File: config.mk
export PLATFORM = sky130hd
export DESIGN_NAME = bist_sequencer
export DESIGN_NICKNAME = d
export VERILOG_FILES = /design/src/rtl/bist_seq_pkg.sv /design/src/rtl/bist_phase_counter.sv /design/src/rtl/bist_sig_window.sv /design/src/rtl/bist_seq_ctrl.sv /design/src/rtl/bist_sequencer.sv
export SDC_FILE = /design/constraint.sdc
export NUM_CORES = 1
export LEC_CHECK = 0
export CAP_MARGIN = 10
export CORE_UTILIZATION = 50
export CTS_CLUSTER_SIZE = 20
export DETAILED_ROUTE_END_ITERATION = 10
export GPL_ROUTABILITY_DRIVEN = 0
export PLACE_DENSITY_LB_ADDON = 0.05
export SLEW_MARGIN = 20
export SYNTH_ARGS = -nofsm -noshare
export SYNTH_HDL_FRONTEND = slang
export SYNTH_SLANG_ARGS = --single-unit
File: constraint.sdc
create_clock -name clk -period 5.88 [get_ports clk]
set_input_delay 1.176 -clock clk [delete_from_list [all_inputs] [get_ports clk]]
set_output_delay 1.176 -clock clk [all_outputs]
set_load 0.1 [all_outputs]
File: src/rtl/bist_seq_pkg.sv
package bist_seq_pkg;

    localparam int NUM_REGS = 3;

    typedef enum logic [1:0] {
        MODE_HOLD  = 2'b00,
        MODE_PRPG  = 2'b01,
        MODE_MISR  = 2'b10,
        MODE_SHIFT = 2'b11
    } reg_mode_e;

    typedef enum logic [2:0] {
        ST_IDLE,
        ST_PREP_A,
        ST_GEN_A,
        ST_SHIFT_A,
        ST_PREP_B,
        ST_GEN_B,
        ST_SHIFT_B,
        ST_DONE
    } seq_state_e;

    // Role of register idx (0 = A, 1 = B, 2 = C) in a given control state.
    function automatic reg_mode_e role_of(seq_state_e st, int idx);
        reg_mode_e m;
        m = MODE_HOLD;
        unique case (st)
            ST_PREP_A, ST_GEN_A: begin
                if (idx == 0)      m = MODE_PRPG;
                else if (idx == 1) m = MODE_MISR;
            end
            ST_PREP_B, ST_GEN_B: begin
                if (idx == 1)      m = MODE_PRPG;
                else if (idx == 2) m = MODE_MISR;
            end
            ST_SHIFT_A, ST_SHIFT_B: m = MODE_SHIFT;
            default:                m = MODE_HOLD;
        endcase
        return m;
    endfunction

endpackage

File: src/rtl/bist_phase_counter.sv
module bist_phase_counter #(
    parameter int CW        = 9,
    parameter int GEN_LEN   = 255,
    parameter int SHIFT_LEN = 48
) (
    input  logic          clk,
    input  logic          rst_n,
    input  logic          clr,
    output logic [CW-1:0] cnt,
    output logic          gen_last,
    output logic          shift_last
);

    localparam logic [CW-1:0] GEN_END   = CW'(GEN_LEN - 1);
    localparam logic [CW-1:0] SHIFT_END = CW'(SHIFT_LEN - 1);

    always_ff @(posedge clk or negedge rst_n) begin
        if (!rst_n)   cnt <= '0;
        else if (clr) cnt <= '0;
        else          cnt <= cnt + 1'b1;
    end

    assign gen_last   = (cnt == GEN_END);
    assign shift_last = (cnt == SHIFT_END);

endmodule

File: src/rtl/bist_sig_window.sv
module bist_sig_window #(
    parameter int W  = 16,
    parameter int CW = 9
) (
    input  logic          clk,
    input  logic          rst_n,
    input  logic          en,
    input  logic [CW-1:0] ofs,
    input  logic [CW-1:0] cnt,
    input  logic          scan_bit,
    output logic [W-1:0]  cap
);

    logic [CW-1:0] win_hi;
    logic          in_win;

    assign win_hi = ofs + CW'(W);
    assign in_win = en && (cnt >= ofs) && (cnt < win_hi);

    // The first bit seen ends up in cap[0] after W shifts.
    always_ff @(posedge clk or negedge rst_n) begin
        if (!rst_n)      cap <= '0;
        else if (in_win) cap <= {scan_bit, cap[W-1:1]};
    end

endmodule

File: src/rtl/bist_seq_ctrl.sv
module bist_seq_ctrl
    import bist_seq_pkg::*;
(
    input  logic       clk,
    input  logic       rst_n,
    input  logic       start,
    input  logic       gen_last,
    input  logic       shift_last,
    output seq_state_e state,
    output logic       launch,
    output logic       cnt_clr,
    output logic       prep_phase,
    output logic       shift_phase,
    output logic       target_b,
    output logic       cmp_a,
    output logic       cmp_b,
    output logic       done
);

    seq_state_e nxt;

    always_ff @(posedge clk or negedge rst_n) begin
        if (!rst_n) state <= ST_IDLE;
        else        state <= nxt;
    end

    always_comb begin
        nxt = state;
        unique case (state)
            ST_IDLE:    if (start)      nxt = ST_PREP_A;
            ST_PREP_A:                  nxt = ST_GEN_A;
            ST_GEN_A:   if (gen_last)   nxt = ST_SHIFT_A;
            ST_SHIFT_A: if (shift_last) nxt = ST_PREP_B;
            ST_PREP_B:                  nxt = ST_GEN_B;
            ST_GEN_B:   if (gen_last)   nxt = ST_SHIFT_B;
            ST_SHIFT_B: if (shift_last) nxt = ST_DONE;
            ST_DONE:    if (start)      nxt = ST_PREP_A;
            default:                    nxt = ST_IDLE;
        endcase
    end

    always_comb begin
        launch      = 1'b0;
        cnt_clr     = 1'b0;
        prep_phase  = 1'b0;
        shift_phase = 1'b0;
        target_b    = 1'b0;
        cmp_a       = 1'b0;
        cmp_b       = 1'b0;
        done        = 1'b0;
        unique case (state)
            ST_IDLE: begin
                cnt_clr = 1'b1;
                launch  = start;
            end
            ST_PREP_A, ST_PREP_B: begin
                cnt_clr    = 1'b1;
                prep_phase = 1'b1;
            end
            ST_GEN_A, ST_GEN_B: cnt_clr = gen_last;
            ST_SHIFT_A: begin
                shift_phase = 1'b1;
                target_b    = 1'b1;
                cmp_a       = shift_last;
            end
            ST_SHIFT_B: begin
                shift_phase = 1'b1;
                cmp_b       = shift_last;
            end
            ST_DONE: begin
                cnt_clr = 1'b1;
                done    = 1'b1;
                launch  = start;
            end
            default: cnt_clr = 1'b1;
        endcase
    end

endmodule

File: src/rtl/bist_sequencer.sv
module bist_sequencer
    import bist_seq_pkg::*;
#(
    parameter int               REG_W      = 16,
    parameter int               N_PATTERNS = 255,
    parameter logic [REG_W-1:0] SEED       = REG_W'(32'h0000ACE1)
) (
    input  logic             clk,
    input  logic             rst_n,
    input  logic             start,
    input  logic [REG_W-1:0] golden_l1,
    input  logic [REG_W-1:0] golden_l2,
    input  logic             scan_obs,
    output logic [1:0]       mode_r1,
    output logic [1:0]       mode_r2,
    output logic [1:0]       mode_r3,
    output logic [2:0]       reg_prep,
    output logic [REG_W-1:0] seed_word,
    output logic             done,
    output logic             pass_l1,
    output logic             pass_l2
);

    localparam int CHAIN_LEN = NUM_REGS * REG_W;
    localparam int CNT_MAX   = (N_PATTERNS > CHAIN_LEN) ? N_PATTERNS : CHAIN_LEN;
    localparam int CW        = $clog2(CNT_MAX + 1);
    // The chain drains C first, then B, then A.
    localparam logic [CW-1:0] OFS_B = CW'(REG_W);
    localparam logic [CW-1:0] OFS_C = CW'(0);

    seq_state_e       state;
    logic             launch, cnt_clr, prep_phase, shift_phase, target_b;
    logic             cmp_a, cmp_b, gen_last, shift_last;
    logic [CW-1:0]    cnt;
    logic [REG_W-1:0] cap;
    logic [1:0]       mode_vec [NUM_REGS];

    bist_seq_ctrl u_ctrl (
        .clk         (clk),
        .rst_n       (rst_n),
        .start       (start),
        .gen_last    (gen_last),
        .shift_last  (shift_last),
        .state       (state),
        .launch      (launch),
        .cnt_clr     (cnt_clr),
        .prep_phase  (prep_phase),
        .shift_phase (shift_phase),
        .target_b    (target_b),
        .cmp_a       (cmp_a),
        .cmp_b       (cmp_b),
        .done        (done)
    );

    bist_phase_counter #(
        .CW        (CW),
        .GEN_LEN   (N_PATTERNS),
        .SHIFT_LEN (CHAIN_LEN)
    ) u_cnt (
        .clk        (clk),
        .rst_n      (rst_n),
        .clr        (cnt_clr),
        .cnt        (cnt),
        .gen_last   (gen_last),
        .shift_last (shift_last)
    );

    bist_sig_window #(
        .W  (REG_W),
        .CW (CW)
    ) u_win (
        .clk      (clk),
        .rst_n    (rst_n),
        .en       (shift_phase),
        .ofs      (target_b ? OFS_B : OFS_C),
        .cnt      (cnt),
        .scan_bit (scan_obs),
        .cap      (cap)
    );

    for (genvar g = 0; g < NUM_REGS; g++) begin : g_role
        assign mode_vec[g] = role_of(state, g);
        assign reg_prep[g] = prep_phase && (mode_vec[g] != MODE_HOLD);
    end

    assign mode_r1   = mode_vec[0];
    assign mode_r2   = mode_vec[1];
    assign mode_r3   = mode_vec[2];
    assign seed_word = SEED;

    always_ff @(posedge clk or negedge rst_n) begin
        if (!rst_n) begin
            pass_l1 <= 1'b0;
            pass_l2 <= 1'b0;
        end else if (launch) begin
            pass_l1 <= 1'b0;
            pass_l2 <= 1'b0;
        end else begin
            if (cmp_a) pass_l1 <= (cap == golden_l1);
            if (cmp_b) pass_l2 <= (cap == golden_l2);
        end
    end

endmodule

==> metrics.cfg, run 1 <==
[run_status]
outcome = finished, final reports clean

[critical_path]
worstReg2RegEnd = u_win.cap[13]
worstPathRequired_ns = 4.70
cp.arrival_ns = 2.48
ff2ff_path_depth = 6
start_kind = flop
critPathLaunch = u_ctrl.state[2]
endpoint_kind = primary output
rrSetupSlack_ns = 2.79
crit_type = flop to primary output
r2r_start = u_ctrl.state[2]
worstPathMaxFanout = 17
crit_path_end = mode_r1[1]

[power]
p_per_area_nw_per_um2 = 292.0
ir_worst_vdd_uv = 240.0
finalPower_w = 0.0007167
leakagePower_nw = 1.179

[sta]
fin_worst_skew_ns = 0.007883
max_freq_mhz = 273.5
setup_viol_count_final = 0
finalCritPeriodShare = 0.6217
rsz0062_at_grt = no
drv_slew = 0
relSlewSlack = 0.3552
tns_ns = 0
hold_viol_final = 0
worstMarginPinSlew_ns = 0.9641
min_period_ns = 3.656

[global_routing]
grt_first_pass_wirelength_um = 6582
grt_pass1_vias = 1374
grt_max_degree = 30
antenna_found_initial = 0
overflow = 0
grt_usage = 0.2102

[final_layout]
layout.cells.non_filler = 284
areaGrowthSynthToFinish_pct = 24.73
drive_gt1_frac = 0.1059
nets = 277
num_antenna_cells = 0
fin_util = 0.6606

[logic_synthesis]
netlist.area_leader.share = 0.3687
synthFlopType = dfrtp_1
synth_most_common_cell = xor2_1
ys_seq_area_frac = 0.3687
synthCells = 190
ys_top_cells_by_count = xor2_1 (34), dfrtp_1 (29), buf_4 (18), nor2_1 (11)
ys_async_sr_fraction = 1.000
synth_edf_count = 0
synth-seq-cells = 29
avgSynthCellArea_sq_um = 10.36
synth_cell_type_count = 41
yosysTopAreaCell = dfrtp_1
yosys_warnings = 0
synth_area_leaders = dfrtp_1 (37%), xor2_1 (15%), mux2_4 (7.6%), buf_4 (6.9%), ha_1 (3.8%)
syn_area_sq_um = 1968

[clock_tree]
cts_root_buf = clkbuf_8
htree_levels = 2
path_clk_slew_ns = 0.06
cts_hold_buf = 0
cts_made_buffers = 5
clockBufferDepth = 2
cts_tree = built
clock_sinks = 29
post_cts_buffers = 0
clkLatencyLatePin_ns = 0.28
postCtsResizedCells = 0

[floorplanning]
start_util = 0.5296
dieHeight_um = 64.74
rows = 22
boundaryPins = 64
die-area_sq_um = 4191
fp.dieW_um = 64.74
core_sq_um = 3716

[detailed_routing]
avgViaCountPerCell = 5.088
drt-total-wl_um = 3882
drt-initial-drc-count = 72
top_layer = met4
drt_pass1_iterations = 4
routedWlPerCell_um = 13.67
wl_met1_um = 1863
ant_nets = 0
vias = 1445
dr_wl_met3_um = 184
drc = 0
dr_wl_met2_um = 1778

[min_path]
hold_class = flop to flop

[place]
placed_cells = 276
io_buffers = 47
place.detailed.hpwl_um = 2959

[run]
maxCapViolations = 0

==> power breakdown <==
group	switching, W	internal [W]	total (W)
Sequential	0.0000426	0.000228	0.000271
Clock	0.0000736	0.0000839	0.000157
Combinational	0.000194	0.0000945	0.000289
==> cells in the final DEF (no fill, tap or decap), drive strengths merged, types with 4 or more instances in the layout <==
| cell | count |
|---|---|
| conb | 16 |
| nor2 | 11 |
| nor4 | 10 |
| xor2 | 34 |
| inv | 6 |
| nand2 | 10 |
| clkbuf | 8 |
| nand4 | 4 |
| dfrtp | 29 |
| mux2 | 16 |
| xnor2 | 4 |
| clkdlybuf4s50 | 47 |
| ha | 6 |
| a21oi | 4 |
==> layout make-up <==
type | count | area (sq um)
fill | 312 | 1261
multi-input combinational | 145 | 1089
tap | 48 | 60.06
clock buffer | 8 | 80.08
sequential | 29 | 725.7
inverter | 6 | 22.52
timing repair buffer | 48 | 478.0
==> per-layer routing <==
layer | vias to the layer above | track usage
met2 | 47 | 0.3190
met5 | - | 0
met3 | 7 | 0.05634
li1 | 709 | -
met4 | 0 | 0.07500
met1 | 682 | 0.2859
==> kinds of logic (layout without fill, tap and decap cells) <==
family / count (synthesis) / in the layout / synth area share
other: 2 / 16 / 0.003816
muxes: 18 / 18 / 0.1208
AOI/OAI and AO/OA: 15 / 15 / 0.05023
xor gates and xnor gates: 38 / 38 / 0.1691
DFF: 29 / 29 / 0.3687
buffers and inverters: 30 / 62 / 0.1049
and+or+nand+nor: 52 / 52 / 0.1443
adders and majority gates: 6 / 6 / 0.03814
==> how the worst min path moves through the flow <==
| stage | from | endpoint | slack [ns] | depth (start not counted) |
|---|---|---|---|---|
| final | u_cnt.cnt[0] | u_cnt.cnt[0] | 0.51 | 1 |
| after global routing | u_cnt.cnt[0] | u_cnt.cnt[0] | 0.54 | 1 |
| after CTS | u_cnt.cnt[0] | u_cnt.cnt[0] | 0.51 | 1 |
| after detailed placement | u_cnt.cnt[0] | u_cnt.cnt[0] | 0.50 | 1 |
| after global placement | u_cnt.cnt[0] | u_cnt.cnt[0] | 0.51 | 1 |
| after floorplan | u_cnt.cnt[0] | u_cnt.cnt[0] | 0.48 | 1 |
==> state kept, by name (all words and copies together) (netlist names) <==
register,cells
pass_l1,1
pass_l2,1
u_cnt.cnt,8
u_ctrl.state,3
u_win.cap,16
==> worst max-delay path, stage by stage (launching register included) <==
cell             delay (ns)
dfrtp_1                0.53
nand3b_2               0.38
nand2_1                0.15
clkdlybuf4s50_1        1.14
==> per-stage QoR <==
step | hold WS [ns] | setup WS, ns | cell area (sq um)
final | 0.5107 | 2.224 | 2455
after global routing | 0.5354 | 2.094 | 2455
after CTS | 0.5115 | 2.212 | 2455
after detailed placement | 0.5017 | 2.515 | 2375
after global placement | 0.5058 | 2.550 | 2375
after floorplan | 0.4751 | 1.073 | 2021
No activity file was read; power rests on OpenSTA's default activity.
==> run 2, diff against run 1 <==
--- a/config.mk
+++ b/config.mk
@@ -6,7 +6,7 @@
 export NUM_CORES = 1
 export LEC_CHECK = 0
 export CAP_MARGIN = 10
-export CORE_UTILIZATION = 50
+export CORE_UTILIZATION = 46
 export CTS_CLUSTER_SIZE = 20
 export DETAILED_ROUTE_END_ITERATION = 10
 export GPL_ROUTABILITY_DRIVEN = 0
==> constraint.sdc (replaced) <==
create_clock -name clk -period 3.64 [get_ports clk]
set_input_delay 0.728 -clock clk [delete_from_list [all_inputs] [get_ports clk]]
set_output_delay 0.728 -clock clk [all_outputs]
set_load 0.1 [all_outputs]
==> run 2 against run 1 <==
  * Total power increased by 75%
  * Largest cell class unchanged
  * Global-route usage fell by 1.9 points
  * Non-clock buffer count grew 1
  * Critical path type is now flop to flop
  * Final area grew 1.1%
  * Clock skew down 0.0035 ns
==> metrics.cfg, run 2 (synthesized netlist as in run 1, its figures left out) <==
[clock_tree]
cts_hold_buf = 0
path_clk_slew_ns = 0.06
cts_tree = built
clock_sinks = 29
htree_levels = 2
clkLatencyLatePin_ns = 0.27
postCtsResizedCells = 0
post_cts_buffers = 0
cts_made_buffers = 5
cts_root_buf = clkbuf_8
clockBufferDepth = 2

[sta]
rsz0062_at_grt = no
tns_ns = 0
min_period_ns = 2.701
relSlewSlack = 0.3562
finalCritPeriodShare = 0.7420
max_freq_mhz = 370.2
hold_viol_final = 0
fin_ws_ns = 0.9391
fin_worst_skew_ns = 0.004361
worstMarginPinSlew_ns = 0.9627
setup_viol_count_final = 0
drv_slew = 0

[floorplanning]
fp.dieW_um = 67.41
dieHeight_um = 67.41
core_sq_um = 4058
boundaryPins = 64
rows = 23
die-area_sq_um = 4544
start_util = 0.4850

[final_layout]
largest_reg_flops = 16
drive_gt1_frac = 0.1646
num_antenna_cells = 0
layout_commonest_cell = clkdlybuf4s50_1
areaGrowthSynthToFinish_pct = 26.06
most-common-layout-cells = clkdlybuf4s50_1 (37), xor2_1 (34), dfrtp_1 (29)
regMostFlops = u_win.cap
top_regs = u_win.cap x16, u_cnt.cnt x8, u_ctrl.state x3
nets = 278

[run]
maxCapViolations = 0

[power]
internal-power_w = 0.0007401
combPwrFrac = 0.378
ir_worst_vdd_uv = 370.1
leakagePower_nw = 1.222
switching_share = 0.4089
p_per_area_nw_per_um2 = 504.6
p_seq_frac = 0.351
clkPwrFrac = 0.270
p_sw_w = 0.0005120

[global_routing]
antenna_found_initial = 0
grt_first_pass_wirelength_um = 6244
grt_max_degree = 30
grt_pass1_vias = 1331
overflow = 0
grt_usage = 0.1908

[detailed_routing]
drt-initial-drc-count = 62
routedWlPerCell_um = 14.28
avgViaCountPerCell = 5.091
vias = 1461
drt_pass1_iterations = 4
ant_nets = 0
drc = 0
drt-total-wl_um = 4099

[critical_path]
crit_type = flop to flop
cp.arrival_ns = 2.86
crit_chain = nand3b_2 > ha_1 > or4b_1 > nand3b_1 > and3_1 > buf_4 > mux2_2
critical-path-top-delay-family = simple AND/OR/NAND/NOR gates
rrSetupSlack_ns = 0.94
worstPathMaxFanout = 17
worst-path-buf-inv = 1
start_kind = flop
crit_path_top_delay_cell = dfrtp_1
endpoint_kind = flop
worstPathRequired_ns = 3.80
cpPeakStageDelay_ns = 0.54

[place]
place.detailed.hpwl_um = 3202
pre_cts_slack_ns = 0.9497
io_buffers = 47

[min_path]
hold_class = flop to flop

[run_status]
outcome = finished, final reports clean

==> run 2: layer usage <==
layer  wire length (um)  vias up  GRT usage
met5                  0        -          0
met4                 23        0    0.06383
met3                147        2    0.04054
met2               2024       40     0.3138
met1               1903      714     0.2476
li1                   -      705          -
==> run 2: power by group through the flow <==
stage | clock (W) | combinational (W) | sequential, W
2_1_floorplan | 0 | 0.000394 | 0.000417
3_3_place_gp | 0 | 0.000461 | 0.000440
3_5_place_dp | 0 | 0.000474 | 0.000444
4_1_cts | 0.000343 | 0.000477 | 0.000438
5_1_grt | 0.000357 | 0.000506 | 0.000451
6_report | 0.000339 | 0.000474 | 0.000440
==> run 2: path summary, 6_finish.rpt <==
path,start,endpoint,cells past startpoint
max,u_ctrl.state[2],u_win.cap[10],7
min,u_cnt.cnt[0],u_cnt.cnt[0],1
max reg2reg,u_ctrl.state[2],u_win.cap[10],7
min reg2reg,u_cnt.cnt[0],u_cnt.cnt[0],1
max in group asynchronous,rst_n,u_win.cap[3],2
min in group asynchronous,rst_n,u_cnt.cnt[7],2
==> run 2: metrics by stage <==
step	std cells	instance area (sq um)	total power (W)	hold WS, ns	utilization
CTS	287	2481	0.001259	0.5267	0.6115
detailed placement	279	2365	0.0009180	0.5050	0.5828
global route	287	2481	0.001314	0.5789	0.6115
global placement	279	2365	0.0009007	0.4999	0.5828
floorplan	204	2026	0.0008112	0.4324	-
finish	287	2481	0.001252	0.5298	0.6115
==> run 2: final cells by class <==
| type | instances | area [sq um] |
|---|---|---|
| clock buffers | 7 | 86.33 |
| clock inverters | 1 | 30.03 |
| fillers | 352 | 1577 |
| inverters | 6 | 22.52 |
| multi-input cells | 145 | 1094 |
| flip-flops and latches | 29 | 725.7 |
| well taps | 50 | 62.56 |
| repair buffers | 49 | 460.4 |
